`config.mk`:
```
export PLATFORM = sky130hd
export DESIGN_NAME = baud_gen
export DESIGN_NICKNAME = d
export VERILOG_FILES = /design/src/rtl/baud_pkg.sv /design/src/rtl/baud_mode_dec.sv /design/src/rtl/baud_div_counter.sv /design/src/rtl/baud_phase_counter.sv /design/src/rtl/baud_gen.sv
export SDC_FILE = /design/constraint.sdc
export NUM_CORES = 1
export LEC_CHECK = 0
export BUFFER_PORTS_ARGS = -buffer_cell sky130_fd_sc_hd__buf_2
export CAP_MARGIN = 20
export CORE_UTILIZATION = 45
export CTS_CLUSTER_DIAMETER = 200
export DETAILED_ROUTE_END_ITERATION = 8
export SYNTH_ARGS = -nofsm -noshare
export SYNTH_HDL_FRONTEND = slang
export SYNTH_SLANG_ARGS = --single-unit
export TNS_END_PERCENT = 5
```
`constraint.sdc`:
```
create_clock -name clk -period 6.15 [get_ports clk]
set_input_delay 0.3075 -clock clk [delete_from_list [all_inputs] [get_ports clk]]
set_output_delay 0.3075 -clock clk [all_outputs]
set_load 0.005 [all_outputs]
```
`src/rtl/baud_pkg.sv`:
```
package baud_pkg;
    localparam int PH_W = 6;

    typedef enum logic [1:0] {
        OVS_X4  = 2'd0,
        OVS_X16 = 2'd1,
        OVS_X64 = 2'd2
    } ovs_e;

    function automatic logic [PH_W-1:0] phase_last(input ovs_e sel);
        unique case (sel)
            OVS_X4:  return PH_W'(3);
            OVS_X16: return PH_W'(15);
            default: return PH_W'(63);
        endcase
    endfunction
endpackage

```
`src/rtl/baud_mode_dec.sv`:
```
module baud_mode_dec
    import baud_pkg::*;
(
    input  logic sync_mode,
    input  logic wide_mode,
    input  logic fast_mode,
    output ovs_e sel
);
    always_comb begin
        if (sync_mode || (wide_mode && fast_mode))
            sel = OVS_X4;
        else if (wide_mode ^ fast_mode)
            sel = OVS_X16;
        else
            sel = OVS_X64;
    end
endmodule

```
`src/rtl/baud_div_counter.sv`:
```
module baud_div_counter #(
    parameter int W = 16
) (
    input  logic         clk,
    input  logic         rst_n,
    input  logic         clr,
    input  logic [W-1:0] limit,
    output logic         wrap
);
    logic [W-1:0] cnt_q;

    assign wrap = (cnt_q == limit);

    always_ff @(posedge clk or negedge rst_n) begin
        if (!rst_n)
            cnt_q <= '0;
        else if (clr || wrap)
            cnt_q <= '0;
        else
            cnt_q <= cnt_q + 1'b1;
    end
endmodule

```
`src/rtl/baud_phase_counter.sv`:
```
module baud_phase_counter
    import baud_pkg::*;
(
    input  logic clk,
    input  logic rst_n,
    input  logic clr,
    input  logic step,
    input  ovs_e sel,
    output logic last,
    output logic mid
);
    logic [PH_W-1:0] ph_q;
    logic [PH_W-1:0] term;
    logic [PH_W-1:0] half;

    assign term = phase_last(sel);
    assign half = (term >> 1) + 1'b1;
    assign last = (ph_q == term);
    assign mid  = (ph_q == half - 1'b1) || (ph_q == half) || (ph_q == half + 1'b1);

    always_ff @(posedge clk or negedge rst_n) begin
        if (!rst_n)
            ph_q <= '0;
        else if (clr)
            ph_q <= '0;
        else if (step)
            ph_q <= last ? '0 : ph_q + 1'b1;
    end
endmodule

```
`src/rtl/baud_gen.sv`:
```
module baud_gen
    import baud_pkg::*;
#(
    parameter int BYTE_W = 8
) (
    input  logic              clk,
    input  logic              rst_n,
    input  logic              wr_lo,
    input  logic              wr_hi,
    input  logic [BYTE_W-1:0] wr_data,
    input  logic              cfg_wr,
    input  logic              cfg_sync,
    input  logic              cfg_wide,
    input  logic              cfg_fast,
    output logic              baud_tick,
    output logic              sample_tick
);
    localparam int DIV_W = 2 * BYTE_W;

    logic [BYTE_W-1:0] lo_q, hi_q;
    logic              sync_q, wide_q, fast_q;
    logic [DIV_W-1:0]  limit;
    logic              clr, div_wrap, ph_last, ph_mid;
    ovs_e              sel;

    assign clr = wr_lo | wr_hi | cfg_wr;

    always_ff @(posedge clk or negedge rst_n) begin
        if (!rst_n) begin
            lo_q   <= '0;
            hi_q   <= '0;
            sync_q <= 1'b0;
            wide_q <= 1'b0;
            fast_q <= 1'b0;
        end else begin
            if (wr_lo) lo_q <= wr_data;
            if (wr_hi) hi_q <= wr_data;
            if (cfg_wr) begin
                sync_q <= cfg_sync;
                wide_q <= cfg_wide;
                fast_q <= cfg_fast;
            end
        end
    end

    assign limit = wide_q ? {hi_q, lo_q} : {{BYTE_W{1'b0}}, lo_q};

    baud_mode_dec u_dec (
        .sync_mode(sync_q),
        .wide_mode(wide_q),
        .fast_mode(fast_q),
        .sel      (sel)
    );

    baud_div_counter #(.W(DIV_W)) u_div (
        .clk  (clk),
        .rst_n(rst_n),
        .clr  (clr),
        .limit(limit),
        .wrap (div_wrap)
    );

    baud_phase_counter u_ph (
        .clk  (clk),
        .rst_n(rst_n),
        .clr  (clr),
        .step (div_wrap),
        .sel  (sel),
        .last (ph_last),
        .mid  (ph_mid)
    );

    always_comb begin
        baud_tick   = div_wrap & ph_last;
        sample_tick = div_wrap & ph_mid;
    end
endmodule

```
==> key figures, run 1 <==
Yosys
  • Share of flip-flops with an asynchronous set or reset: between 90% and 100%
  • Post-Synth XOR/XNOR Area: roughly 10%
  • Mapped Cells: around 220
  • Most frequent cell after synthesis: dfrtp_1
  • Yosys warns: 0
  • Post-synth top area share: about 44%
  • Mapped Nets: between 200 and 250
  • Simple-gate share of the synthesized area: 22.5%
  • Adder-cell share of the synthesized area: 1.60%
  • Synth Area in Compound Gates: 8.09%
  • Cell variety after synth: 44
  • Main flop type after synthesis: dfrtp_1
  • Mapped Area: between 2000 and 2500 um^2
  • Synthesized flop and latch total: just over 40
  • Post-synthesis sequential area ratio: between 40% and 50%
  • Largest family of logic cells by synthesized area: simple AND/OR/NAND/NOR gates
  • EDFF count, synth: 0
  • Synth area leader: dfrtp_1
  • Mux cell area share after synthesis: a little under an eighth
  • Avg Synthesized Cell Area: approximately 11 um^2
  • Post-synth top cells: dfrtp_1 (41), mux2_2 (19), xor2_1 (18)
  • Area contributors post-synth: dfrtp_1 (44%), mux2_2 (9.1%), xor2_1 (6.7%)

Clocking
  • H-Tree Depth: 2
  • CTS max path bufs: 2
  • Root Driver: clkbuf_8
  • CTS tree: built
  • Post-cts hold buffer count: 0
  • CTS Buf Count: 5
  • Post-CTS Setup Repair Bufs: 0
  • # resized after CTS: 0
  • Clk slew on worst S/H paths: around 0.080 ns
  • Clk_lat worst skew: 0.30 ns
  • Clock sinks: approximately 40

Worst setup path
  • Worst setup EP type: output port
  • Reg2reg start: wide_q$_DFFE_PN0P_
  • Worst Path Max Fanout: 13
  • Reg2Reg Depth: 6
  • Reg-to-reg slack, setup: about 3.7 ns
  • CP Cell Sequence: ha_1, or3_4, or3b_2, a21oi_1, o21ai_0, a21oi_1, buf_2
  • Worst R2R End: u_ph.ph_q[5]$_DFFE_PN0N_
  • Worst Setup Start Kind: register
  • Worst Setup SP: wide_q$_DFFE_PN0P_
  • Crit Path Class: register to output port
  • Critical path data required time: roughly 6 ns
  • Crit path to: sample_tick
  • Max incr delay on CP: between 0.5 and 0.6 ns
  • CP most frequent cell: a21oi_1
  • WP data arrival: between 2 and 3 ns
  • CP max-delay cell: dfrtp_1

Place
  • Placed Instances: roughly 300
  • Post-DP HPWL: between 3000 and 4000 um
  • PortBufs: 17
  • Placer congestion estimate: around 0.8

Floorplanning
  • Initial Util: about half
  • Die width: between 70 and 80 um
  • Row Count: 25
  • Die Area: between 5000 and 6000 um^2
  • IO Pins: 18
  • Die height: 74.3 um
  • Core area: 4880 um^2

Routing
  • Post-route ant nets: 0
  • DRC viols: 0
  • Drt via density: around 5.5
  • Met2 routed wirelength: just under 2000 um
  • M1 WL: around 2400 um
  • Final WL: 4570 um
  • Uppermost layer routed: met4
  • Avg WL per Cell: roughly 15 um
  • Iteration-0 DRC count of the detailed router: 51
  • Met3 Wirelength: about 120 um
  • Total number of vias: 1,658
  • Drt pass-1 iters: 4

Timing
  • Final Hold Viols: 0
  • Post-route clock period utilization: between 40 and 50%
  • Slew Viols, Final: 0
  • Unrepaired setup endpoints after global routing: no
  • Max Fclk: approximately 0.34 GHz
  • Final critical-path required period: around 2.9 ns
  • Slew @ Worst Pin: 0.886 ns
  • Setup TNS: 0 ns
  • Slew HR: between 40% and 50%
  • # setup viols final: 0
  • Final clock skew: 0.0169 ns

Finish
  • Area taken by multi-input logic gates: 1260 um^2
  • P&R area growth vs syn: 8.95%
  • Non-Filler Instances: about 300
  • Finished Core Util: 52.5%
  • Reg area: 1030 um^2
  • Fraction of layout cells with a size suffix above 1: between 20% and 30%
  • Fillers: around 450
  • Post-layout nets: approximately 260
  • Inserted Diodes: 0

Global route
  • Total GRT Usage: between 10% and 20%
  • Pin count of the biggest net entering global routing: 42
  • Initial antenna violation count: 0
  • First-pass GRT wire length: ~7900 um
  • Grt ovf: 0
  • Vias in the first global route: about 1.6k

Outcome
  • Status: complete, no violations

Job
  • Max Cap Viol: 0

Worst hold path
  • Min-delay worst type: input pin to async pin

Pwr
  • Total power: roughly 0.00054 W
  • VDD IR max: roughly 0.12 mV
  • P per Cell Area: 211 nW/um^2
  • LEAKAGE: around 1.0 nW
-- report_power, final --
part           internal, W  switching, W  total [W]
clock            0.0000887     0.0000894   0.000178
combinational    0.0000315     0.0000350  0.0000665
sequential        0.000282     0.0000137   0.000296
-- final cells by class --
cell class | instances | share of cell area [%]
tap | 67 | 3.27
clock inverter | 1 | 0.293
timing repair buffer | 18 | 3.62
multi-input combinational | 169 | 49.2
inverter | 2 | 0.293
clock buffer | 6 | 3.23
sequential | 41 | 40.1
-- cells by family (layout without fill, tap and decap cells) --
kind of cell	count (synthesis)	in the layout
multiplexers	23	23
XOR/XNOR	27	27
AND/OR/NAND/NOR	89	89
flip-flops	41	41
AO/OA/AOI/OAI	27	27
adder cells (fa/ha/maj)	3	3
buffers and inverters	9	27
-- how the worst min path moves through the flow --
stage	startpoint	end	slack [ns]	depth (start not counted)
2_1_floorplan	rst_n	fast_q$_DFFE_PN0P_	0.01	0
3_3_place_gp	rst_n	u_div.cnt_q[8]$_DFF_PN0_	0.50	1
3_5_place_dp	rst_n	u_div.cnt_q[9]$_DFF_PN0_	0.49	1
4_1_cts	rst_n	u_div.cnt_q[9]$_DFF_PN0_	0.17	1
5_1_grt	rst_n	u_div.cnt_q[9]$_DFF_PN0_	0.21	1
6_report	rst_n	u_div.cnt_q[9]$_DFF_PN0_	0.12	1
-- routing by layer --
layer | up-vias | global-route usage, %
met3 | 7 | 4.07
met5 | - | 0
met2 | 26 | 27.2
met1 | 807 | 29.6
li1 | 818 | -
met4 | 0 | 5.03
-- critical path, delay by kind of cell, from the launching register on --
family / cells / cell delay (ns)
flip-flops: 1 / 0.58
buffers and inverters: 1 / 0.13
adder cells (fa/ha/maj): 1 / 0.32
AND/OR/NAND/NOR: 2 / 0.88
AO/OA/AOI/OAI: 3 / 0.38
-- per-stage QoR --
stage	area (um^2)	hold WS, ns	setup slack (ns)
3_3_place_gp	2470	0.496	3.64
5_1_grt	2560	0.208	3.13
6_report	2560	0.123	3.25
3_5_place_dp	2470	0.488	3.58
4_1_cts	2560	0.166	3.24
2_1_floorplan	2350	0.0119	3.95
-- sequential cells by signal, indices dropped and copies added (netlist names) --
name         flops
u_ph.ph_q        6
lo_q             8
hi_q             8
u_div.cnt_q     16
wide_q           1
sync_q           1
fast_q           1
-- layout by cell type, fill, tap and decap left out, types with 4 or more instances in the layout --
master    count
mux2_2       19
nand3_1      13
nor2_2       10
or3_1         4
dfrtp_1      41
and3_1        4
xor2_1       18
o22ai_1       7
nor3_1        5
o21ai_0       4
buf_2        17
xnor2_1       9
nand2_1      16
a21oi_1       5
nor2_1       14
clkbuf_8      6
Note: power is estimated with default switching activity, not from simulation.
==> run 2, diff against run 1 <==
==> constraint.sdc (replaced) <==
create_clock -name clk -period 2.55 [get_ports clk]
set_input_delay 0.1275 -clock clk [delete_from_list [all_inputs] [get_ports clk]]
set_output_delay 0.1275 -clock clk [all_outputs]
set_load 0.005 [all_outputs]
==> run 2 against run 1 <==
Worst hold slack lost 0.063 ns. Via count is essentially flat. Utilization rose by 0.67 points. Global-route usage rose by 0.16 points. Wire length increased by 1.6%. Highest routed layer unchanged. First-iteration DRC count grew 82%. Power is 140% higher. Die area unchanged. Combinational power grew to 2.6 times the previous value. Largest power group unchanged.
==> key figures, run 2 (synthesis gave the netlist of run 1 again) <==
Outcome
  • Status: complete, no violations (unchanged)

Floorplanning
  • Initial Util: 48.2% (unchanged)
  • Row Count: 25 (unchanged)
  • Core area: 4880 um^2 (unchanged)
  • Die height: 74.3 um (unchanged)
  • Die width: 74.3 um (unchanged)
  • Die Area: 5510 um^2 (unchanged)
  • IO Pins: 18 (unchanged)

Routing
  • Met2 routed wirelength: 1840 um (was 1960 um)
  • Avg WL per Cell: 15.0 um (about the same)
  • Iteration-0 DRC count of the detailed router: 93 (was 51)
  • Drt pass-1 iters: 4 (unchanged)
  • Drt via density: 5.37 (was 5.45)
  • Post-route ant nets: 0 (unchanged)
  • DRC viols: 0 (unchanged)
  • M1 WL: 2620 um (was 2440 um)
  • Met3 Wirelength: 132 um (was 122 um)
  • Uppermost layer routed: met4 (unchanged)
  • Total number of vias: 1,659 (was 1,658)
  • Final WL: 4640 um (was 4570 um)

Timing
  • Final Hold Viols: 0 (unchanged)
  • Post-route clock period utilization: between 90% and 100%
  • Final clock skew: 0.0113 ns (was 0.0169 ns)
  • Final hold slack: 0.0599 ns (was 0.123 ns)
  • Slew @ Worst Pin: 0.913 ns (was 0.886 ns)
  • Final critical-path required period: between 2 and 2.5 ns
  • Slew HR: 39.2% (was 41.0%)
  • Unrepaired setup endpoints after global routing: no (unchanged)
  • Slew Viols, Final: 0 (unchanged)
  • Setup TNS: 0 ns (unchanged)
  • Max Fclk: ~0.42 GHz
  • # setup viols final: 0 (unchanged)

Worst setup path
  • WP data arrival: 2.26 ns (was 2.59 ns)
  • CP most frequent cell: a21oi_1 (unchanged)
  • Worst Setup SP: fast_q$_DFFE_PN0P_ (was wide_q$_DFFE_PN0P_)
  • Critical path data required time: 2.42 ns (was 5.84 ns)
  • Worst path top cell family by delay: simple AND/OR/NAND/NOR gates (unchanged)
  • Crit Path Class: register to output port (unchanged)
  • Worst Setup Start Kind: register (unchanged)
  • Worst Path Max Fanout: 3 (was 13)
  • Reg2reg start: fast_q$_DFFE_PN0P_ (was wide_q$_DFFE_PN0P_)
  • Worst setup EP type: output port (unchanged)
  • CP max-delay cell: or3b_2 (was dfrtp_1)
  • CP Cell Sequence: ha_1, or3_4, or3b_2, a21oi_1, o21ai_0, a21oi_1, buf_2 (unchanged)
  • Max incr delay on CP: 0.45 ns (was 0.58 ns)
  • WP buf/inv: 1 (unchanged)

Clocking
  • # resized after CTS: 0 (unchanged)
  • H-Tree Depth: 2 (unchanged)
  • Root Driver: clkbuf_8 (unchanged)
  • CTS Buf Count: 5 (unchanged)
  • CTS tree: built (unchanged)
  • Clock sinks: 41 (unchanged)
  • Clk slew on worst S/H paths: 0.08 ns (about the same)
  • Clk_lat worst skew: 0.30 ns (about the same)
  • CTS max path bufs: 2 (unchanged)

Place
  • Post-Place Cell Area: 2480 um^2 (was 2470 um^2)
  • PortBufs: 17 (unchanged)
  • Post-DP HPWL: 3400 um (about the same)
  • Placer congestion estimate: 0.777 (was 0.812)

Global route
  • Initial antenna violation count: 0 (unchanged)
  • Total GRT Usage: 19.3% (was 19.2%)
  • First-pass GRT wire length: 7920 um (unchanged)
  • Vias in the first global route: 1,551 (was 1,569)
  • Grt ovf: 0 (unchanged)
  • Pin count of the biggest net entering global routing: 42 (unchanged)

Finish
  • Commonest cells after routing, fill and taps aside: dfrtp_1 (41), mux2_2 (19), xor2_1 (18) (unchanged)
  • Design Area, Final: 2590 um^2 (was 2560 um^2)
  • Post-layout nets: 260 (was 256)
  • Inserted Diodes: 0 (unchanged)
  • Max reg flops: 16 (unchanged)
  • Fillers: 463 (was 454)
  • Biggest register: u_div.cnt_q (unchanged)
  • Fraction of layout cells with a size suffix above 1: 29.3% (was 28.3%)
  • Top flop regs: u_div.cnt_q: 16 flops, hi_q: 8 flops, lo_q: 8 flops (unchanged)
  • P&R area growth vs syn: 10.3% (was 8.95%)
  • Most common cell after layout, fill and taps aside: dfrtp_1 (unchanged)

Pwr
  • Clock share of power: 33.1% (was 32.9%)
  • Sw frac: 27.4% (was 25.6%)
  • Combinational Power Share: 13.2% (was 12.3%)
  • P per Cell Area: 509 nW/um^2 (was 211 nW/um^2)
  • VDD IR max: 0.366 mV (was 0.123 mV)
  • Flop pwr share: 53.7% (was 54.8%)
  • P_sw: 0.000361 W (was 0.000138 W)
  • LEAKAGE: 1.04 nW (was 1.02 nW)
  • Cell Int Power: 0.000957 W (was 0.000402 W)

Job
  • Max Cap Viol: 0 (unchanged)

Worst hold path
  • Min-delay worst type: input pin to register (was input pin to async pin)
  • HP Start: cfg_fast
==> run 2: final cells by class <==
| cell class | count | area [um^2] | area share [%] |
|---|---|---|---|
| Clock inverter | 3 | 21.3 | 0.820 |
| Sequential cell | 41 | 1030 | 39.6 |
| Tap cell | 67 | 83.8 | 3.23 |
| Clock buffer | 5 | 68.8 | 2.65 |
| Multi-Input combinational cell | 169 | 1260 | 48.6 |
| Inverter | 2 | 7.51 | 0.290 |
| Timing Repair Buffer | 22 | 125 | 4.83 |
==> run 2: final timing paths <==
| kind | end | slack (ns) | cells past startpoint |
|---|---|---|---|
| worst max-delay path | sample_tick | 0.16 | 7 |
| worst min-delay path | fast_q$_DFFE_PN0P_ | 0.06 | 2 |
| worst max register to register | u_ph.ph_q[5]$_DFFE_PN0N_ | 0.35 | 7 |
| worst min register to register | hi_q[5]$_DFFE_PN0P_ | 0.51 | 1 |
| max in group asynchronous | u_ph.ph_q[5]$_DFFE_PN0N_ | 1.48 | 2 |
| min in group asynchronous | u_div.cnt_q[7]$_DFF_PN0_ | 0.50 | 2 |
==> run 2: worst register-to-register path, stage by stage, from the launching register on <==
cell       delay, ns
dfrtp_1         0.38
ha_1            0.31
or3_4           0.34
buf_4           0.16
mux2i_4         0.18
nand3_2         0.16
a2111oi_0       0.40
o22ai_1         0.14
==> run 2: routing by layer <==
layer  GRT usage, %  vias up
li1               -      834
met1           32.0      796
met2           24.3       24
met3           4.07        5
met4           6.29        0
met5              0        -
==> run 2: repair_timing <==
action	in CTS	in global routing
endpoints found under the setup margin	0	1
buffers inserted	0	1
endpoints found under the hold margin	41	0
hold buffers	1	0
==> run 2: power groups by stage <==
| stage | Combinational (W) | Clock (W) | Sequential [W] |
|---|---|---|---|
| CTS | 0.000172 | 0.000452 | 0.000708 |
| detailed placement | 0.000170 | 0 | 0.000722 |
| finish | 0.000173 | 0.000437 | 0.000708 |
| global route | 0.000193 | 0.000475 | 0.000713 |
| floorplan | 0.000127 | 0 | 0.000713 |
| global placement | 0.000169 | 0 | 0.000721 |
==> run 2: through the flow <==
| stage | utilization (%) | power [W] | setup slack (ns) | cells |
|---|---|---|---|---|
| 2_1_floorplan | - | 0.000840 | 0.528 | 219 |
| 3_3_place_gp | 50.9 | 0.000890 | 0.416 | 299 |
| 3_5_place_dp | 50.9 | 0.000892 | 0.389 | 299 |
| 4_1_cts | 53.0 | 0.00133 | 0.0498 | 308 |
| 5_1_grt | 53.1 | 0.00138 | 0.0153 | 309 |
| 6_report | 53.1 | 0.00132 | 0.159 | 309 |
==> run 3, diff against run 2 <==
--- a/config.mk
+++ b/config.mk
@@ -5,11 +5,12 @@
 export SDC_FILE = /design/constraint.sdc
 export NUM_CORES = 1
 export LEC_CHECK = 0
-export BUFFER_PORTS_ARGS = -buffer_cell sky130_fd_sc_hd__buf_2
+export ABC_AREA = 1
 export CAP_MARGIN = 20
 export CORE_UTILIZATION = 45
 export CTS_CLUSTER_DIAMETER = 200
 export DETAILED_ROUTE_END_ITERATION = 8
+export DONT_BUFFER_PORTS = 1
 export SYNTH_ARGS = -nofsm -noshare
 export SYNTH_HDL_FRONTEND = slang
 export SYNTH_SLANG_ARGS = --single-unit
==> run 3 against run 2 <==
Critical path type unchanged. Via count is 17% higher. Die area rose by 5.5%. Non-clock buffer count decreased by 3. Sequential share of layout area down 2.8 points. Flip-flop and latch count stayed put. Register-to-register slack gained 0.16 ns. Setup slack better by 0.14 ns. Clock power fell by 2%. Clock skew decreased by 0.0055 ns. Largest cell class unchanged. Count of clock-buffer cells in the layout grew 2.
==> key figures, run 3 <==
Outcome
  • Status: complete, no violations (unchanged)

Routing
  • Drt pass-1 iters: 4 (unchanged)
  • DRC viols: 0 (unchanged)
  • Avg WL per Cell: 12.9 um (was 15.0 um)
  • Drt via density: 4.81 (was 5.37)
  • Total number of vias: 1,944 (was 1,659)
  • Final WL: 5230 um (was 4640 um)
  • Post-route ant nets: 0 (unchanged)
  • Iteration-0 DRC count of the detailed router: 98 (was 93)

Clocking
  • CTS tree: built (unchanged)
  • H-Tree Depth: 2 (unchanged)
  • Root Driver: clkbuf_8 (unchanged)
  • Post-CTS Setup Repair Bufs: 0 (unchanged)
  • # resized after CTS: 0 (unchanged)
  • CTS Buf Count: 5 (unchanged)
  • Clock sinks: 41 (unchanged)
  • Post-cts hold buffer count: 19 (was 1)
  • CTS max path bufs: 2 (unchanged)
  • Clk_lat worst skew: 0.29 ns (was 0.30 ns)
  • Clk slew on worst S/H paths: 0.08 ns (about the same)

Floorplanning
  • Row Count: 26 (was 25)
  • Die Area: 5820 um^2 (was 5510 um^2)
  • Core area: 5200 um^2 (was 4880 um^2)
  • Initial Util: 47.7% (was 48.2%)
  • IO Pins: 18 (unchanged)
  • Die height: 76.3 um (was 74.3 um)
  • Die width: 76.3 um (was 74.3 um)

Finish
  • Post-layout nets: 353 (was 260)
  • Most common cell after layout, fill and taps aside: nand2_1 (was dfrtp_1)
  • Area taken by multi-input logic gates: 1250 um^2 (was 1260 um^2)
  • P&R area growth vs syn: 12.4% (was 10.3%)
  • Non-Filler Instances: 404 (was 309)
  • Fillers: 493 (was 463)
  • Commonest cells after routing, fill and taps aside: nand2_1 (84), nor2_1 (43), dfrtp_1 (41) (was dfrtp_1 (41), mux2_2 (19), xor2_1 (18))
  • Top flop regs: u_div.cnt_q: 16 flops, hi_q: 8 flops, lo_q: 8 flops (unchanged)
  • Fraction of layout cells with a size suffix above 1: 9.28% (was 29.3%)
  • Inserted Diodes: 0 (unchanged)
  • Max reg flops: 16 (unchanged)
  • Reg area: 1030 um^2 (unchanged)
  • Biggest register: u_div.cnt_q (unchanged)

Global route
  • Pin count of the biggest net entering global routing: 42 (unchanged)
  • First-pass GRT wire length: 9270 um (was 7920 um)
  • Vias in the first global route: 1,971 (was 1,551)
  • Grt ovf: 0 (unchanged)
  • Total GRT Usage: 20.4% (was 19.3%)
  • Initial antenna violation count: 0 (unchanged)

Place
  • Placer congestion estimate: 0.790 (was 0.777)
  • Place WS: 0.537 ns (was 0.389 ns)
  • PortBufs: 0 (was 17)
  • Placed Instances: 378 (was 299)
  • Post-DP HPWL: 3770 um (was 3400 um)

Worst setup path
  • Reg2Reg Depth: 9 (was 7)
  • Worst R2R End: u_ph.ph_q[3]$_DFFE_PN0N_ (was u_ph.ph_q[5]$_DFFE_PN0N_)
  • Critical path data required time: 2.42 ns (about the same)
  • Worst Setup Start Kind: register (unchanged)
  • Worst Path Max Fanout: 20 (was 3)
  • Reg-to-reg slack, setup: 0.51 ns (was 0.35 ns)
  • Reg2reg start: wide_q$_DFFE_PN0P_ (was fast_q$_DFFE_PN0P_)
  • WP data arrival: 2.12 ns (was 2.26 ns)
  • Crit Path Class: register to output port (unchanged)
  • Worst setup EP type: output port (unchanged)

Yosys
  • Mapped Area: 2480 um^2 (was 2350 um^2)
  • Most frequent cell after synthesis: nand2_1 (was dfrtp_1)
  • Avg Synthesized Cell Area: 7.88 um^2 (was 10.7 um^2)
  • EDFF count, synth: 0 (unchanged)
  • Main flop type after synthesis: dfrtp_1 (unchanged)
  • Area contributors post-synth: dfrtp_1 (41%), nand2_1 (13%), mux2_2 (7.3%) (was dfrtp_1 (44%), mux2_2 (9.1%), xor2_1 (6.7%))
  • Share of flip-flops with an asynchronous set or reset: 100% (unchanged)
  • Post-synth top area share: 41.3% (was 43.7%)
  • Mapped Nets: 334 (was 238)
  • Synthesized flop and latch total: 41 (unchanged)
  • Cell variety after synth: 26 (was 44)
  • Post-synthesis sequential area ratio: 41.3% (was 43.7%)
  • Mapped Cells: 315 (was 219)
  • Yosys warns: 0 (unchanged)
  • Post-synth top cells: nand2_1 (84), nor2_1 (43), dfrtp_1 (41) (was dfrtp_1 (41), mux2_2 (19), xor2_1 (18))
  • Synth area leader: dfrtp_1 (unchanged)

Pwr
  • LEAKAGE: 1.32 nW (was 1.04 nW)
  • VDD IR max: 0.301 mV (was 0.366 mV)
  • P per Cell Area: 481 nW/um^2 (was 509 nW/um^2)

Worst hold path
  • Hold path cells: 3 (was 2)
  • Min-delay worst type: input pin to register (unchanged)
  • Worst min-delay path endpoint: u_ph.ph_q[1]$_DFFE_PN0N_ (was fast_q$_DFFE_PN0P_)
  • HP Start: cfg_wr (was cfg_fast)

Timing
  • Final setup margin: 0.302 ns (was 0.159 ns)
  • Slew @ Worst Pin: 0.589 ns (was 0.913 ns)
  • Final clock skew: 0.00587 ns (was 0.0113 ns)
  • Slew Viols, Final: 0 (unchanged)
  • Max Fclk: 0.445 GHz (was 0.418 GHz)
  • Post-route clock period utilization: 88.2% (was 93.8%)
  • Final Hold Viols: 0 (unchanged)
  • # setup viols final: 0 (unchanged)
  • Setup TNS: 0 ns (unchanged)
  • Slew HR: 60.7% (was 39.2%)
  • Final critical-path required period: 2.25 ns (was 2.39 ns)
  • Unrepaired setup endpoints after global routing: no (unchanged)

Job
  • Max Cap Viol: 0 (unchanged)
[run 3: report_power, final]
| part | internal [W] | total, W | switching (W) |
|---|---|---|---|
| clock network | 0.000215 | 0.000429 | 0.000215 |
| logic | 0.0000957 | 0.000194 | 0.0000986 |
| registers | 0.000680 | 0.000719 | 0.0000384 |
[run 3: logic make-up (layout without fill, tap and decap cells)]
kind of cell / Yosys count / count (layout) / synth area share [%]
AO/OA/AOI/OAI: 11 / 11 / 2.42
XOR/XNOR: 25 / 25 / 8.82
adder cells (fa/ha/maj): 3 / 3 / 1.51
buffers and inverters: 46 / 65 / 8.51
flip-flops: 41 / 41 / 41.3
multiplexers: 16 / 16 / 7.25
AND/OR/NAND/NOR: 173 / 173 / 30.2
[run 3: worst max path at each step]
stage,from,to,cells after the start
finish,wide_q$_DFFE_PN0P_,sample_tick,8
global route,wide_q$_DFFE_PN0P_,sample_tick,8
CTS,wide_q$_DFFE_PN0P_,sample_tick,8
detailed placement,wide_q$_DFFE_PN0P_,u_ph.ph_q[3]$_DFFE_PN0N_,9
global placement,wide_q$_DFFE_PN0P_,u_ph.ph_q[4]$_DFFE_PN0N_,9
floorplan,wide_q$_DFFE_PN0P_,u_ph.ph_q[2]$_DFFE_PN0N_,9
[run 3: layer usage]
layer	share of wire (%)	GRT usage [%]
met5	0	0
met4	1.5	7.69
met3	3.9	4.43
met2	45	31.7
met1	50	27.7
[run 3: layout make-up]
type	instances	area share, %
Timing Repair Buffer	19	7.17
Sequential cell	41	36.7
Clock buffer	7	3.09
Multi-Input combinational cell	228	44.6
Inverter	39	5.24
Tap cell	70	3.14
[run 3: through the flow]
step | total power (W) | utilization [%] | area [um^2] | hold WS (ns)
after CTS | 0.00136 | 53.7 | 2790 | 0.0439
after floorplan | 0.000863 | - | 2480 | -0.168
after detailed placement | 0.000876 | 48.1 | 2510 | -0.167
after global routing | 0.00141 | 53.7 | 2790 | 0.0501
after global placement | 0.000872 | 48.1 | 2510 | -0.167
final | 0.00134 | 53.7 | 2790 | 0.0506
[run 3: worst max-delay path, stage by stage (launching register included)]
cell	delay (ns)
dfrtp_1	0.61
ha_1	0.32
nor2_2	0.22
nand2_1	0.13
nand2_1	0.09
o21ai_0	0.08
nor2_1	0.11
nand3_1	0.09
a21oi_1	0.18
